File: src/rtl/ring_validator.sv
module ring_validator #(
  parameter int FREQ_W   = 6,
  parameter int DUR_W    = 3,
  parameter int END_W    = 4,
  parameter int DLY_W    = 3,
  parameter int OS_TICKS = 50
) (
  input  logic              clk,
  input  logic              rst_n,
  input  logic              enable,
  input  logic              pos_raw,
  input  logic              neg_raw,
  input  logic              fine_tick,
  input  logic              coarse_tick,
  input  logic [FREQ_W-1:0] min_half,
  input  logic [FREQ_W-1:0] max_half,
  input  logic [DUR_W-1:0]  dur_sel,
  input  logic [END_W-1:0]  end_sel,
  input  logic [DLY_W-1:0]  dly_sel,
  input  logic              both_edges,
  input  logic              pin_active_low,
  input  logic              pin_src,
  input  logic              irq_clr,
  output logic              ring_status,
  output logic              irq_flag,
  output logic              irq_pin,
  output logic              ring_pin
);
  localparam int HALF_W = FREQ_W + 1;
  localparam int OS_W   = $clog2(OS_TICKS + 1);

  typedef enum logic [1:0] {S_IDLE, S_MEAS, S_WAIT, S_RING} st_t;

  st_t              state;
  logic [1:0]       pos_sy, neg_sy;
  logic             pos_d, neg_d, last_pol, status_d;
  logic [HALF_W-1:0] half_cnt;
  logic [DUR_W-1:0] dur_cnt;
  logic [END_W-1:0] end_cnt;
  logic [DLY_W-1:0] dly_cnt;
  logic [OS_W-1:0]  os_cnt;

  wire pos_x    = pos_sy[1] & ~pos_d;
  wire neg_x    = neg_sy[1] & ~neg_d;
  wire any_x    = pos_x | neg_x;
  wire x_pol    = pos_x;
  wire alt_x    = any_x & (x_pol != last_pol);
  wire too_fast = half_cnt < {1'b0, min_half};
  wire too_slow = half_cnt > {1'b0, max_half};
  wire end_hit  = end_cnt == end_sel;

  always_ff @(posedge clk or negedge rst_n) begin
    if (!rst_n) begin
      pos_sy <= '0;
      neg_sy <= '0;
      pos_d  <= 1'b0;
      neg_d  <= 1'b0;
    end else begin
      pos_sy <= {pos_sy[0], pos_raw};
      neg_sy <= {neg_sy[0], neg_raw};
      pos_d  <= pos_sy[1];
      neg_d  <= neg_sy[1];
    end
  end

  always_ff @(posedge clk or negedge rst_n) begin
    if (!rst_n) begin
      state    <= S_IDLE;
      last_pol <= 1'b0;
      half_cnt <= '0;
      dur_cnt  <= '0;
      end_cnt  <= '0;
      dly_cnt  <= '0;
    end else if (!enable) begin
      state    <= S_IDLE;
      half_cnt <= '0;
      dur_cnt  <= '0;
      end_cnt  <= '0;
      dly_cnt  <= '0;
    end else begin
      case (state)
        S_IDLE: if (any_x) begin
          state    <= S_MEAS;
          last_pol <= x_pol;
          half_cnt <= '0;
          dur_cnt  <= '0;
        end
        S_MEAS: begin
          if (too_slow || (alt_x && too_fast)) begin
            state <= S_IDLE;
          end else if (dur_cnt == dur_sel) begin
            state   <= S_WAIT;
            end_cnt <= '0;
            dly_cnt <= '0;
          end else begin
            if (alt_x) begin
              half_cnt <= '0;
              last_pol <= x_pol;
            end else if (fine_tick) begin
              half_cnt <= half_cnt + 1'b1;
            end
            if (coarse_tick) dur_cnt <= dur_cnt + 1'b1;
          end
        end
        S_WAIT, S_RING: begin
          if (end_hit) begin
            state <= S_IDLE;
          end else begin
            if (state == S_WAIT && dly_cnt == dly_sel) state <= S_RING;
            if (any_x) end_cnt <= '0;
            else if (coarse_tick) end_cnt <= end_cnt + 1'b1;
            if (coarse_tick) dly_cnt <= dly_cnt + 1'b1;
          end
        end
        default: state <= S_IDLE;
      endcase
    end
  end

  assign ring_status = state == S_RING;

  wire st_rise = ring_status & ~status_d;
  wire st_fall = ~ring_status & status_d;

  always_ff @(posedge clk or negedge rst_n) begin
    if (!rst_n) begin
      status_d <= 1'b0;
      irq_flag <= 1'b0;
    end else begin
      status_d <= ring_status;
      if (st_rise || (both_edges && st_fall)) irq_flag <= 1'b1;
      else if (irq_clr) irq_flag <= 1'b0;
    end
  end

  always_ff @(posedge clk or negedge rst_n) begin
    if (!rst_n) os_cnt <= '0;
    else if (any_x) os_cnt <= OS_W'(OS_TICKS);
    else if (coarse_tick && os_cnt != '0) os_cnt <= os_cnt - 1'b1;
  end

  assign irq_pin  = irq_flag ^ pin_active_low;
  assign ring_pin = pin_src ? (os_cnt != '0) : ring_status;
endmodule

File: config.mk
export PLATFORM = sky130hd
export DESIGN_NAME = ring_validator
export DESIGN_NICKNAME = d
export VERILOG_FILES = /design/src/rtl/ring_validator.sv
export SDC_FILE = /design/constraint.sdc
export NUM_CORES = 1
export LEC_CHECK = 0
export BUFFER_PORTS_ARGS = -buffer_cell sky130_fd_sc_hd__buf_2
export CORE_MARGIN = 4
export CORE_UTILIZATION = 40
export CTS_CLUSTER_DIAMETER = 120
export DETAILED_ROUTE_END_ITERATION = 8
export GPL_TIMING_DRIVEN = 0
export HOLD_SLACK_MARGIN = 0.12
export MAX_ROUTING_LAYER = met4
export PLACE_DENSITY = 0.67
export SLEW_MARGIN = 10
export SYNTH_ARGS = -nofsm -noshare
export SYNTH_HDL_FRONTEND = slang
export SYNTH_SLANG_ARGS = --single-unit
File: constraint.sdc
create_clock -name clk -period 4.66 [get_ports clk]
set_clock_uncertainty 0.05 [all_clocks]
set_input_delay 0 -clock clk [delete_from_list [all_inputs] [get_ports clk]]
set_output_delay 0 -clock clk [all_outputs]
set_load 0.005 [all_outputs]
==> results of run 1 <==
## placed cells by master (no fill, tap or decap), types with 3 or more instances in the layout
| master | count |
|---|---|
| sky130_fd_sc_hd__nand4_1 | 7 |
| sky130_fd_sc_hd__nor2_1 | 15 |
| sky130_fd_sc_hd__clkbuf_8 | 5 |
| sky130_fd_sc_hd__nand2_1 | 27 |
| sky130_fd_sc_hd__a211oi_1 | 6 |
| sky130_fd_sc_hd__o221ai_1 | 5 |
| sky130_fd_sc_hd__buf_2 | 38 |
| sky130_fd_sc_hd__o22ai_1 | 7 |
| sky130_fd_sc_hd__nand3b_1 | 3 |
| sky130_fd_sc_hd__ha_1 | 17 |
| sky130_fd_sc_hd__inv_1 | 23 |
| sky130_fd_sc_hd__nand3_1 | 14 |
| sky130_fd_sc_hd__nor3_1 | 5 |
| sky130_fd_sc_hd__xor2_1 | 7 |
| sky130_fd_sc_hd__nor2b_1 | 4 |
| sky130_fd_sc_hd__dfrtp_1 | 34 |
| sky130_fd_sc_hd__nor4_1 | 4 |
| sky130_fd_sc_hd__o211ai_1 | 5 |
| sky130_fd_sc_hd__dlygate4sd3_1 | 5 |
| sky130_fd_sc_hd__a21oi_1 | 10 |
| sky130_fd_sc_hd__clkbuf_1 | 3 |
| sky130_fd_sc_hd__a22oi_1 | 4 |
| sky130_fd_sc_hd__o21ai_0 | 7 |
| sky130_fd_sc_hd__xnor2_1 | 10 |
## stage by stage
step	hold slack, ps	setup WS (ps)	util, %	cell area, µm²	instances
2_1_floorplan	-345.6	2652	-	2359	264
3_3_place_gp	57.30	2228	46.88	2629	372
3_5_place_dp	59.32	2218	46.88	2629	372
4_1_cts	137.4	2196	49.71	2788	385
5_1_grt	159.8	2062	49.71	2788	385
6_report	143.4	2211	49.71	2788	385
## area by class of cell
type / instances / area, µm²
Inverter: 24 / 90.09
Fill cell: 547 / 2820
Tap cell: 72 / 90.09
Buffer: 6 / 28.78
Clock inverter: 3 / 40.04
Multi-Input combinational cell: 200 / 1389
Sequential cell: 34 / 850.8
Clock buffer: 5 / 68.82
Timing Repair Buffer: 41 / 230.2
## worst register-to-register path: cells and delay by family (launching register included)
| kind | cells | cell delay (ps) |
|---|---|---|
| DFF | 1 | 460 |
| adders and majority gates | 1 | 340 |
| and+or+nand+nor | 2 | 550 |
| AOI/OAI and AO/OA | 2 | 960 |
## cell families after synthesis
| family | after synthesis |
|---|---|
| buffers and inverters | 30 |
| AOI/OAI and AO/OA | 66 |
| and+or+nand+nor | 99 |
| muxes | 1 |
| DFF | 34 |
| adders and majority gates | 17 |
| xor gates and xnor gates | 17 |
## flip-flops by register name, indices dropped and copies added (netlist names)
name,cells
neg_sy,2
state,2
irq_flag,1
end_cnt,4
status_d,1
dur_cnt,3
pos_sy,2
os_cnt,6
neg_d,1
pos_d,1
half_cnt,7
dly_cnt,3
last_pol,1
## Yosys cell counts (6+ instances only)
library cell / instances
sky130_fd_sc_hd__inv_1: 23
sky130_fd_sc_hd__dfrtp_1: 34
sky130_fd_sc_hd__nand3_1: 14
sky130_fd_sc_hd__xnor2_1: 10
sky130_fd_sc_hd__o21ai_0: 7
sky130_fd_sc_hd__nand4_1: 7
sky130_fd_sc_hd__ha_1: 17
sky130_fd_sc_hd__nor2_1: 15
sky130_fd_sc_hd__o22ai_1: 7
sky130_fd_sc_hd__a21oi_1: 10
sky130_fd_sc_hd__nand2_1: 27
sky130_fd_sc_hd__xor2_1: 7
sky130_fd_sc_hd__a211oi_1: 6
## power groups by stage
| stage | Combinational, mW | Clock, mW | Sequential, mW |
|---|---|---|---|
| CTS | 0.163 | 0.271 | 0.332 |
| global route | 0.184 | 0.288 | 0.335 |
| floorplan | 0.111 | 0 | 0.333 |
| global placement | 0.157 | 0 | 0.337 |
| detailed placement | 0.159 | 0 | 0.338 |
| finish | 0.162 | 0.267 | 0.332 |
## worst paths after layout
check | end | slack (ps) | depth (start not counted)
max | half_cnt[4] | 2210 | 5
min | dur_cnt[1] | 140 | 4
max reg2reg | half_cnt[4] | 2210 | 5
min reg2reg | pos_sy[1] | 300 | 0
max in group asynchronous | neg_d | 3800 | 2
min in group asynchronous | os_cnt[1] | 270 | 2
## timing repair
| action | in CTS | in global routing |
|---|---|---|
| hold buffers | 5 | 0 |
| endpoints found under the hold margin | 37 | 0 |
| endpoints found under the setup margin | 0 | 0 |
| gates resized for setup | 0 | 0 |
## metal layers
metal | wire, µm | up-vias
li1 | - | 1079
met1 | 2692 | 973
met2 | 2322 | 42
met3 | 238 | 7
met4 | 54 | 0
met5 | 0 | -
==> results, run 1 <==
- The number of max-cap violations is 0.
- The area share of fa/ha/maj cells after synthesis is 9.019%.
- The proportion of netlist area held by the largest area contributor is 36.07%.
- The mean area per synthesized cell is 8.934 µm².
- The final route contains 2101 vias.
- The part of the cycle the worst path needs is 52.55%.
- The iteration count of the initial detailed-routing pass is 4.
- Derived from the worst setup path, the maximum achievable clock frequency is 0.4084 GHz.
- The antenna diode instance count is 0.
- For this run, the leading register cell type out of synthesis is sky130_fd_sc_hd__dfrtp_1.
- By area the synthesized netlist is led by sky130_fd_sc_hd__dfrtp_1 (36%), sky130_fd_sc_hd__ha_1 (9.0%), sky130_fd_sc_hd__nand2_1 (4.3%).
- The number of nets handed over by synthesis was 314.
- After legalization and detailed placement, the total HPWL measured 3950 µm.
- The number of register bits inferred by synthesis is 34.
- In the routed layout, each cell is associated on average with a via count of 5.457.
- Synthesis produced a netlist whose cell count is 264.
- The share of the Yosys chip area taken by registers is 36.07%.
- Setup repair after global routing left no endpoint under its margin.
- The launching element of the worst setup path is half_cnt[4].
- For this design the ratio of total power to cell area is 272.9 nW/µm².
- Clock latency on the worst-skew pair, taken at its later pin, is 290 ps.
- The CTS H-tree depth is 2.
- The top-level port count is 37.
- The worst-case headroom to the max-slew limit is 49.46%.
- The data required time of the critical path is 4800 ps.
- The switching part of the total is 29.25%.
- The number of antenna violations at the first check in global routing is 0.
- For this design the total switching power over the nets is 222.5 µW.
- The area growth from synthesis to layout is 18.20%.
- The synthesized netlist devotes 20.85% of its cell area to compound gates.
- The longest clock path from root to sink contains 2 buffers.
- The maximum number of pins on one net before global-route repair is 35.
- The final critical-path required period is 2449 ps.
- The worst-margin pin slew is 746.2 ps.
- Combinational cells account for 21.3% of the total power.
- After Yosys synthesis, XOR and XNOR cells account for 6.313% of the synthesized area.
- The class of the most critical hold timing path is in2reg.
- The final setup violation count is 0.
- The average routed wire per standard cell is 13.79 µm.
- The floorplan step set the die height to 84.79 µm.
- In this run, synthesis inferred 0 flip-flops with an integrated enable.
- The kind of end point of the critical path is a flip-flop.
- The setup path with the least slack is of type reg2reg.
- The startpoint identified for the worst register-to-register timing path is half_cnt[4].
- The critical path goes through ha_1 > nand4_1 > o311ai_1 > nand3_1 > o221ai_1.
- The number of failing hold endpoints at the final stage was 0.
- The peak per-stage delay on the critical path is 710 ps.
- In this run the standard cell core region covers 5608 µm².
- The Yosys step of the flow raised 0 warnings.
- The gate family responsible for the most delay along the worst path is compound AO/OA/AOI/OAI gates.
- The number of different library cells used by synthesis comes to 54.
- The signal arrival time at the worst endpoint is 2590 ps.
- The synthesized netlist occupies a cell area of 2359 µm².
- Adding up every negative setup slack in the final design gives 0 ps.
- The post-synthesis simple-gate area fraction is 22.28%.
- The clock share of power is 35.1%.
- The wire length of the first global-routing pass is 9135 µm.
- The initial core utilization is 42.06%.
- The remaining antenna violation count after routing is 0.
- For this block, the initial DRC count from the detailed router was 161.
- In this run the post-CTS setup repair buffer count came out at 0.
- After synthesis, the largest family of logic cells by area is simple AND/OR/NAND/NOR gates.
- The type of origin of the critical path is a flip-flop.
- The clock drives 34 sinks.
- The hold path startpoint is coarse_tick.
- Power comes to 760.7 µW.
- The run finished with clean final reports.
- The count of unresolved DRC violations after routing is 0.
- For this run, global-route usage on met2 was measured as 22.85%.
- The die is 84.79 µm wide.
- The critical path contains buffers and inverters numbering 0 combined.
- The floorplan has 27 rows.
- The library cell contributing the largest single delay on the critical path is sky130_fd_sc_hd__o311ai_1.
- The internal portion of the total power is 538.2 µW.
- After clock tree synthesis, the clock-pin slew on the worst setup and hold paths is 80 ps.
- The via count of the first global-routing pass came to 2035.
- The master cell of the clock root buffer is sky130_fd_sc_hd__clkbuf_8.
- Multiplexer cells account for 0.4244% of the synthesized area.
- The highest-utilization routing layer at the global route stage is met2.
- The final max-slew violation count is 0.
- The met1 routing resource usage after global routing is 22.47%.
- The count of buffers from port buffering is 36.
- Clock tree synthesis inserted a total of 5 buffers.
- The global placer's final weighted congestion is 0.8011.
- The biggest area consumer among synthesized cells is sky130_fd_sc_hd__dfrtp_1.
- The fraction of final layout cells sized beyond drive strength 1 is 17.25%.
- For this run, the total global-route usage over all layers was measured as 15.91%.
- The final layout contains routed wiring with a total length of 5308 µm.
- Sequential cells burn 43.6% of the power.
- The worst-case IR drop observed on VDD is 0.0001907 V.
- The largest fanout on the critical path is 7.
- The total die area is 7189 µm².
- After the last flow step, the layout net total stands at 362.
- The sum of overflow across all layers after global routing is 0.
- The TritonCTS clock tree is done.
- For this run, global-route usage on met3 was measured as 3.337%.
- Counting flops with an async set or reset pin after synthesis yields a share of 100.0%.
- The cell leakage power is 1.261 nW.
Power figures use the tool's default switching activity.
==> run 2: changes to the inputs <==
Settings changed: ABC_AREA from default to 1.
Clock period 4.66 ns to 2.4 ns, I/O delays scaled along.
==> run 2 against run 1 <==
Compared with the run above:
- combinational power grew to 4.0 times the previous value
- first-iteration DRC count shrank 39%
- via count grew 2.6%
- sequential cell count is the same
- clock power grew 59%
- hold slack is essentially flat
- utilization shrank 0.15 points
- synthesized area grew 1.8%
- design area grew 0.90%
- worst setup slack lost 1700 ps
==> results, run 2 <==
- The number of cells produced by synthesis is 332 (was 264).
- The data required time of the critical path is 2530 ps (was 4800 ps).
- The master cell of the clock root buffer is sky130_fd_sc_hd__clkbuf_8 (unchanged).
- The synthesized area came to 2400 µm² (was 2359 µm²).
- The source-to-sink clock delay at the later pin of the worst-skew pair came to 290 ps (about the same).
- The start-to-end type of the worst setup path is reg2reg (unchanged).
- The class of the most critical hold timing path is in2reg (unchanged).
- The worst setup margin was 531.1 ps (was 2211 ps).
- The wire length of the first global-routing pass was 8838 µm (was 9135 µm).
- Result of the run: finished clean (unchanged).
- The worst-case clock buffer depth is 2 (unchanged).
- The net count after synthesis is 382 (was 314).
- The dominant register cell in the synthesized netlist is sky130_fd_sc_hd__dfrtp_1 (unchanged).
- The power after layout was 1.795 mW (was 760.7 µW).
- The kind of end point of the critical path is a flip-flop (unchanged).
- The cell leakage power is 1.624 nW (was 1.261 nW).
- The routed wire length was 4916 µm (was 5308 µm).
- The clock transition time at the flip-flop clock pins of the worst setup and hold paths is 70 ps (was 80 ps).
- The floorplan row count is 27 (unchanged).
- The biggest area consumer among synthesized cells is sky130_fd_sc_hd__dfrtp_1 (unchanged).
- Leading cell types in the layout, fill and taps excluded: sky130_fd_sc_hd__nand2_1 (97), sky130_fd_sc_hd__inv_1 (42), sky130_fd_sc_hd__nor2_1 (37), sky130_fd_sc_hd__buf_2 (36), sky130_fd_sc_hd__dfrtp_1 (34) (was sky130_fd_sc_hd__buf_2 (38), sky130_fd_sc_hd__dfrtp_1 (34), sky130_fd_sc_hd__nand2_1 (27), sky130_fd_sc_hd__inv_1 (23), sky130_fd_sc_hd__ha_1 (17)).
- The worst-margin pin slew is 756.6 ps (was 746.2 ps).
- The top-level port count was 37 (unchanged).
- The count of buffers from port buffering is 36 (unchanged).
- Biggest regs: half_cnt x7, os_cnt x6, end_cnt x4 (unchanged).
- The via count of the first global-routing pass is 1999 (was 2035).
- The number of synthesized flops with an enable pin is 0 (unchanged).
- The sequential share of the synthesized area came to 35.45% (was 36.07%).
- The register with the most flip-flops is half_cnt (unchanged).
- The area taken by flip-flops and latches was 850.8 µm² (unchanged).
- The initial core utilization is 42.28% (was 42.06%).
- The iteration count of the initial detailed-routing pass is 4 (unchanged).
- The number of warnings issued by yosys is 0 (unchanged).
- The most common cell after layout, fill and taps aside is sky130_fd_sc_hd__nand2_1 (was sky130_fd_sc_hd__buf_2).
- The most repeated cell in the gate-level netlist after synthesis is sky130_fd_sc_hd__nand2_1 (was sky130_fd_sc_hd__dfrtp_1).
- The flop-to-flop setup slack is 530 ps (was 2210 ps).
- The async set-reset flop share out of synthesis came to 100.0% (unchanged).
- The maximum resistive drop on vdd is 0.0003087 V (was 0.0001907 V).
- The area growth from synthesis to layout is 17.21% (was 18.20%).
- The overall fraction of global-route tracks in use is 15.40% (was 15.91%).
- The launching element of the worst setup path was half_cnt[5] (was half_cnt[4]).
- The final setup violation count is 0 (unchanged).
- The number of failing hold endpoints at the final stage is 0 (unchanged).
- The antenna diode instance count came to 0 (unchanged).
- The number of flip-flops in the largest register is 7 (unchanged).
- The sink count of the clock tree came to 34 (unchanged).
- The number of cells traversed by the worst register-to-register path is 10 (was 5).
- The remaining antenna violation count after routing is 0 (unchanged).
- The reg-to-reg critical path startpoint is half_cnt[5] (was half_cnt[4]).
- The worst-case headroom to the max-slew limit came to 49.56% (was 49.46%).
- The number of vias per cell after detailed routing is 4.768 (was 5.457).
- The TritonCTS clock tree is done (unchanged).
- The total CTS buffers was 5 (unchanged).
- The mean area per synthesized cell is 7.228 µm² (was 8.934 µm²).
- The minimum hold slack was 143.4 ps (about the same).
- The proportion of netlist area held by the largest area contributor is 35.45% (was 36.07%).
- The depth of the worst hold-timing path is 5 (was 4).
- The largest fanout on the critical path is 9 (was 7).
- The final max-slew violation count is 0 (unchanged).
- The CTS H-tree depth is 2 (unchanged).
- The worst setup slack before clock tree synthesis is 540.2 ps (was 2218 ps).
- Ranking of synthesized cells by instance count: sky130_fd_sc_hd__nand2_1 (97), sky130_fd_sc_hd__inv_1 (42), sky130_fd_sc_hd__nor2_1 (37) (was sky130_fd_sc_hd__dfrtp_1 (34), sky130_fd_sc_hd__nand2_1 (27), sky130_fd_sc_hd__inv_1 (23)).
- The sum of overflow across all layers after global routing is 0 (unchanged).
- The post-CTS setup buffer count is 0 (unchanged).
- The average routed wire per standard cell is 10.88 µm (was 13.79 µm).
- The die width is 85.46 µm (was 84.79 µm).
- The count of unresolved DRC violations after routing is 0 (unchanged).
- The initial detailed-routing violation count is 99 (was 161).
- The type of origin of the critical path is a flip-flop (unchanged).
- The count of nets after finishing was 431 (was 362).
- The number of register bits inferred by synthesis is 34 (unchanged).
- Area contributors post-synth: sky130_fd_sc_hd__dfrtp_1 (35%), sky130_fd_sc_hd__nand2_1 (15%), sky130_fd_sc_hd__ha_1 (8.9%) (was sky130_fd_sc_hd__dfrtp_1 (36%), sky130_fd_sc_hd__ha_1 (9.0%), sky130_fd_sc_hd__nand2_1 (4.3%)).
- The area of the multi-input gates came to 1354 µm² (was 1389 µm²).
- The core area is 5675 µm² (was 5608 µm²).
- The setup total negative slack is 0 ps (unchanged).
- The number of fillers in the final layout was 581 (was 547).
- The final critical-path required period is 1869 ps (was 2449 ps).
- The unique cell type count in the Yosys netlist is 30 (was 54).
- The maximum achievable frequency was 0.5351 GHz (was 0.4084 GHz).
- The number of max-cap violations is 0 (unchanged).
- The vertical die dimension is 85.46 µm (was 84.79 µm).
- The signal arrival time at the worst endpoint is 2000 ps (was 2590 ps).
- The global placer's final weighted congestion came to 0.9121 (was 0.8011).
- RSZ-0062 raised after global routing: no (unchanged).
- The part of the cycle the worst path needs is 77.87% (was 52.55%).
- The power density over the cells is 638.3 nW/µm² (was 272.9 nW/µm²).
- The placed wire-length estimate is 3823 µm (was 3950 µm).
- The maximum number of pins on one net before global-route repair was 35 (unchanged).
- The hold path startpoint is fine_tick (was coarse_tick).
- The total die area is 7303 µm² (was 7189 µm²).
- The fraction of final layout cells sized beyond drive strength 1 is 17.89% (was 17.25%).
- The number of antenna violations at the first check in global routing is 0 (unchanged).
- The via count is 2155 (was 2101).
run 2: cell count changes after synthesis, moves of 5 or more:
cell                       previous run  this run
sky130_fd_sc_hd__a211oi_1             6         0
sky130_fd_sc_hd__nand2_1             27        97
sky130_fd_sc_hd__xnor2_1             10         4
sky130_fd_sc_hd__nand2_2              0         6
sky130_fd_sc_hd__nand3_1             14        33
sky130_fd_sc_hd__inv_1               23        42
sky130_fd_sc_hd__nor2_1              15        37
sky130_fd_sc_hd__o22ai_1              7         0
sky130_fd_sc_hd__inv_2                0         5
run 2: layout make-up:
class | count | area share [%]
Inverter | 47 | 6.272
Multi-Input combinational cell | 249 | 48.13
Buffer | 2 | 0.6673
Timing Repair Buffer | 42 | 8.541
Clock buffer | 6 | 2.936
Tap cell | 72 | 3.203
Sequential cell | 34 | 30.25
run 2: logic make-up after synthesis:
group / count (synthesis) / share of synthesized area [%]
XOR/XNOR: 11 / 4.014
AND/OR/NAND/NOR: 198 / 38.06
buffers and inverters: 49 / 8.133
adder cells (fa/ha/maj): 17 / 8.863
AO/OA/AOI/OAI: 23 / 5.475
flip-flops: 34 / 35.45
run 2: routing by layer:
layer  vias up  part of all wire [%]  GRT usage [%]
met1       960                    49          20.56
met5         -                     0              -
met4         0                   1.5          4.604
met2        34                    46          23.38
li1       1153                     -              -
met3         8                   3.8          3.301
run 2: repair_timing:
item / in CTS / in global routing
resized for setup: 0 / 0
hold buffers: 6 / 0
hold endpoints to repair: 39 / 0
run 2: final timing paths:
path / endpoint
max: dly_cnt[1]
min: half_cnt[3]
max reg2reg: dly_cnt[1]
min reg2reg: neg_sy[1]
max in group asynchronous: neg_sy[1]
min in group asynchronous: end_cnt[3]
run 2: critical path, stage by stage (launching register included):
cell                      delay, ps
sky130_fd_sc_hd__dfrtp_1        470
sky130_fd_sc_hd__ha_1           350
sky130_fd_sc_hd__nand2_1         60
sky130_fd_sc_hd__nor2_1         130
sky130_fd_sc_hd__nand4_1        110
sky130_fd_sc_hd__nand2_2        140
sky130_fd_sc_hd__nand2_2         90
sky130_fd_sc_hd__nand2_4        120
sky130_fd_sc_hd__nand2_1        100
sky130_fd_sc_hd__nand2_1         90
sky130_fd_sc_hd__nand2_1         40
run 2: where the power goes:
| part | switching [mW] | total [mW] | internal [mW] |
|---|---|---|---|
| logic | 0.409 | 0.642 | 0.234 |
| registers | 0.0828 | 0.728 | 0.645 |
| clock network | 0.204 | 0.425 | 0.221 |
| total | 0.696 | 1.80 | 1.10 |
run 2: stage by stage:
stage	std cells	area [µm²]	util, %
2_1_floorplan	332	2400	-
3_3_place_gp	440	2670	47.05
3_5_place_dp	440	2670	47.05
4_1_cts	452	2813	49.56
5_1_grt	452	2813	49.56
6_report	452	2813	49.56
==> run 3: changes to the inputs <==
Clock period 2.4 ns to 1.95 ns, I/O delays scaled along.
==> run 3 against run 2 <==
Compared with the run above:
- design area increased by 1.1%
- first-iteration DRC count is 1.0% higher
- utilization rose by 0.53 points
- sequential power up 23%
- fmax is 3.9% higher
- sequential share of layout area shrank 0.14 points
- die area unchanged
- via count is the same
- combinational power up 23%
- critical path depth up 1
==> results, run 3 (synthesis gave the netlist of run 2 again) <==
- The top-level port count is 37 (unchanged).
- The TritonCTS clock tree is done (unchanged).
- The routed wire length is 4929 µm (was 4916 µm).
- The CTS H-tree depth came to 2 (unchanged).
- The signal arrival time at the worst endpoint is 1930 ps (was 2000 ps).
- The number of failing hold endpoints at the final stage is 0 (unchanged).
- The final critical-path required period is 1799 ps (was 1869 ps).
- The maximum number of pins on one net before global-route repair was 35 (unchanged).
- The number of vias per cell after detailed routing was 4.736 (was 4.768).
- The remaining antenna violation count after routing is 0 (unchanged).
- The source-to-sink clock delay at the later pin of the worst-skew pair is 290 ps (about the same).
- The total instance count after detailed placement is 440 (unchanged).
- The most common cell after layout, fill and taps aside was sky130_fd_sc_hd__nand2_1 (unchanged).
- The count of nets after finishing is 434 (was 431).
- The launching element of the worst setup path is half_cnt[2] (was half_cnt[5]).
- The switching component of the power is 855.1 µW (was 695.6 µW).
- The core area is 5675 µm² (unchanged).
- Result of the run: finished clean (unchanged).
- The via count came to 2155 (unchanged).
- The wire length on met2 is 2253 µm (was 2251 µm).
- The fraction of power consumed by combinational cells is 35.8% (about the same).
- The maximum resistive drop on vdd was 0.0003801 V (was 0.0003087 V).
- The type of origin of the critical path was a flip-flop (unchanged).
- The number of max-cap violations is 0 (unchanged).
- The vertical die dimension was 85.46 µm (unchanged).
- The setup total negative slack is 0 ps (unchanged).
- The iteration count of the initial detailed-routing pass is 5 (was 4).
- RSZ-0062 raised after global routing: no (unchanged).
- The placed wire-length estimate is 3823 µm (unchanged).
- The part of the cycle the worst path needs is 92.28% (was 77.87%).
- The reg-to-reg critical path startpoint is half_cnt[2] (was half_cnt[5]).
- The hold path startpoint is dly_sel[0] (was fine_tick).
- The clock transition time at the flip-flop clock pins of the worst setup and hold paths is 70 ps (about the same).
- The cell leakage power was 1.635 nW (was 1.624 nW).
- The final max-slew violation count was 0 (unchanged).
- The register with the most flip-flops is half_cnt (unchanged).
- The antenna diode instance count is 0 (unchanged).
- The fraction of final layout cells sized beyond drive strength 1 came to 19.84% (was 17.89%).
- The worst setup slack before clock tree synthesis is 90.23 ps (was 540.2 ps).
- The area growth from synthesis to layout came to 18.46% (was 17.21%).
- The highest metal layer used by the detailed router is met4 (unchanged).
- The average routed wire per standard cell is 10.83 µm (was 10.88 µm).
- The number of antenna violations at the first check in global routing is 0 (unchanged).
- The flop-to-flop setup slack was 150 ps (was 530 ps).
- Biggest regs: half_cnt x7, os_cnt x6, end_cnt x4 (unchanged).
- The worst-margin pin slew is 753.5 ps (was 756.6 ps).
- The routed length on met1 was 2405 µm (was 2402 µm).
- The global placer's final weighted congestion is 0.9121 (unchanged).
- The initial detailed-routing violation count was 100 (was 99).
- The number of flip-flops in the largest register came to 7 (unchanged).
- The kind of end point of the critical path was a flip-flop (unchanged).
- The sink count of the clock tree is 34 (unchanged).
- The total CTS buffers came to 5 (unchanged).
- The die width came to 85.46 µm (unchanged).
- The start-to-end type of the worst setup path is reg2reg (unchanged).
- The worst setup margin was 150.6 ps (was 531.1 ps).
- The switching part of the total was 38.72% (was 38.75%).
- The floorplan row count is 27 (unchanged).
- The largest fanout on the critical path came to 9 (unchanged).
- The count of buffers from port buffering is 36 (unchanged).
- The final cell count without fillers is 455 (was 452).
- The class of the most critical hold timing path is in2reg (unchanged).
- The total length of routed met3 wires is 197 µm (was 189 µm).
- The power density over the cells is 776.9 nW/µm² (was 638.3 nW/µm²).
- Leading cell types in the layout, fill and taps excluded: sky130_fd_sc_hd__nand2_1 (97), sky130_fd_sc_hd__inv_1 (42), sky130_fd_sc_hd__nor2_1 (36), sky130_fd_sc_hd__buf_2 (36), sky130_fd_sc_hd__nand3_1 (33) (was sky130_fd_sc_hd__nand2_1 (97), sky130_fd_sc_hd__inv_1 (42), sky130_fd_sc_hd__nor2_1 (37), sky130_fd_sc_hd__buf_2 (36), sky130_fd_sc_hd__dfrtp_1 (34)).
- The wire length of the first global-routing pass is 8838 µm (unchanged).
- The total die area is 7303 µm² (unchanged).
- The sequential group share of total power came to 40.5% (about the same).
- The maximum achievable frequency is 0.5558 GHz (was 0.5351 GHz).
- The data required time of the critical path was 2080 ps (was 2530 ps).
- The worst-case headroom to the max-slew limit is 49.76% (was 49.56%).
- The final setup violation count is 0 (unchanged).
- The worst-case clock buffer depth is 2 (unchanged).
- The total cell area at the placement stage is 2670 µm² (unchanged).
- The internal power contribution is 1.354 mW (was 1.100 mW).
- The overall fraction of global-route tracks in use was 15.40% (unchanged).
- The via count of the first global-routing pass is 1999 (unchanged).
- The initial core utilization is 42.28% (unchanged).
- The count of unresolved DRC violations after routing was 0 (unchanged).
- The sum of overflow across all layers after global routing is 0 (unchanged).
- The master cell of the clock root buffer is sky130_fd_sc_hd__clkbuf_8 (unchanged).
- The clock share of power is 23.7% (about the same).
- The final standard cell area without fillers was 2843 µm² (was 2813 µm²).
## run 3: cell types whose count changed in the layout (fill, tap and decap cells not counted), sizes merged
cell	previous run	this run
buf	37	40
## run 3: layout make-up
type                            count  area [µm²]
Fill cell                         579        2833
Sequential cell                    34       855.8
Timing Repair Buffer               45       262.8
Clock buffer                        6       82.58
Multi-Input combinational cell    249        1356
Inverter                           47       176.4
Tap cell                           72       90.09
Buffer                              2       18.77
## run 3: power by group through the flow
stage	registers, mW	logic [mW]	clock network [mW]
2_1_floorplan	0.887	0.578	0
3_3_place_gp	0.907	0.756	0
3_5_place_dp	0.910	0.773	0
4_1_cts	0.897	0.796	0.540
5_1_grt	0.917	0.922	0.572
6_report	0.895	0.790	0.524
## run 3: timing repair
item                       4_1_cts  5_1_grt
setup endpoints to repair        0       19
setup buffers                    0        3
gates resized for setup          0        5
hold buffers                     6        0
hold endpoints to repair        39        0
## run 3: per-layer routing
metal | track usage [%] | vias up
met5 | - | -
met4 | 4.604 | 0
met3 | 3.301 | 9
met2 | 23.38 | 30
met1 | 20.56 | 958
li1 | - | 1158
## run 3: worst paths after layout
check / cells past startpoint / end
hold reg to reg: 0 / neg_sy[1]
setup reg to reg: 11 / dly_cnt[1]
max in group asynchronous: 2 / half_cnt[5]
hold / removal: 6 / state[1]
min in group asynchronous: 2 / end_cnt[3]
setup / recovery: 11 / dly_cnt[1]
## run 3: critical path, cell delays in order (launching register included)
cell and delay [ps]:
sky130_fd_sc_hd__dfrtp_2 430, sky130_fd_sc_hd__ha_1 320, sky130_fd_sc_hd__a21oi_1 160, sky130_fd_sc_hd__nand2_1 60, sky130_fd_sc_hd__nand2_1 50, sky130_fd_sc_hd__nand2_1 50
sky130_fd_sc_hd__nand2_2 100, sky130_fd_sc_hd__nand2_2 90, sky130_fd_sc_hd__nand2_4 120, sky130_fd_sc_hd__nand2_1 100, sky130_fd_sc_hd__nand2_1 90, sky130_fd_sc_hd__nand2_1 40
## run 3: through the flow
stage	power [mW]	utilization (%)	hold slack [ps]
global placement	1.663	47.05	58.73
detailed placement	1.683	47.05	59.32
floorplan	1.465	-	-345.6
finish	2.209	50.09	140.3
CTS	2.233	49.56	136.4
global route	2.411	50.09	187.1
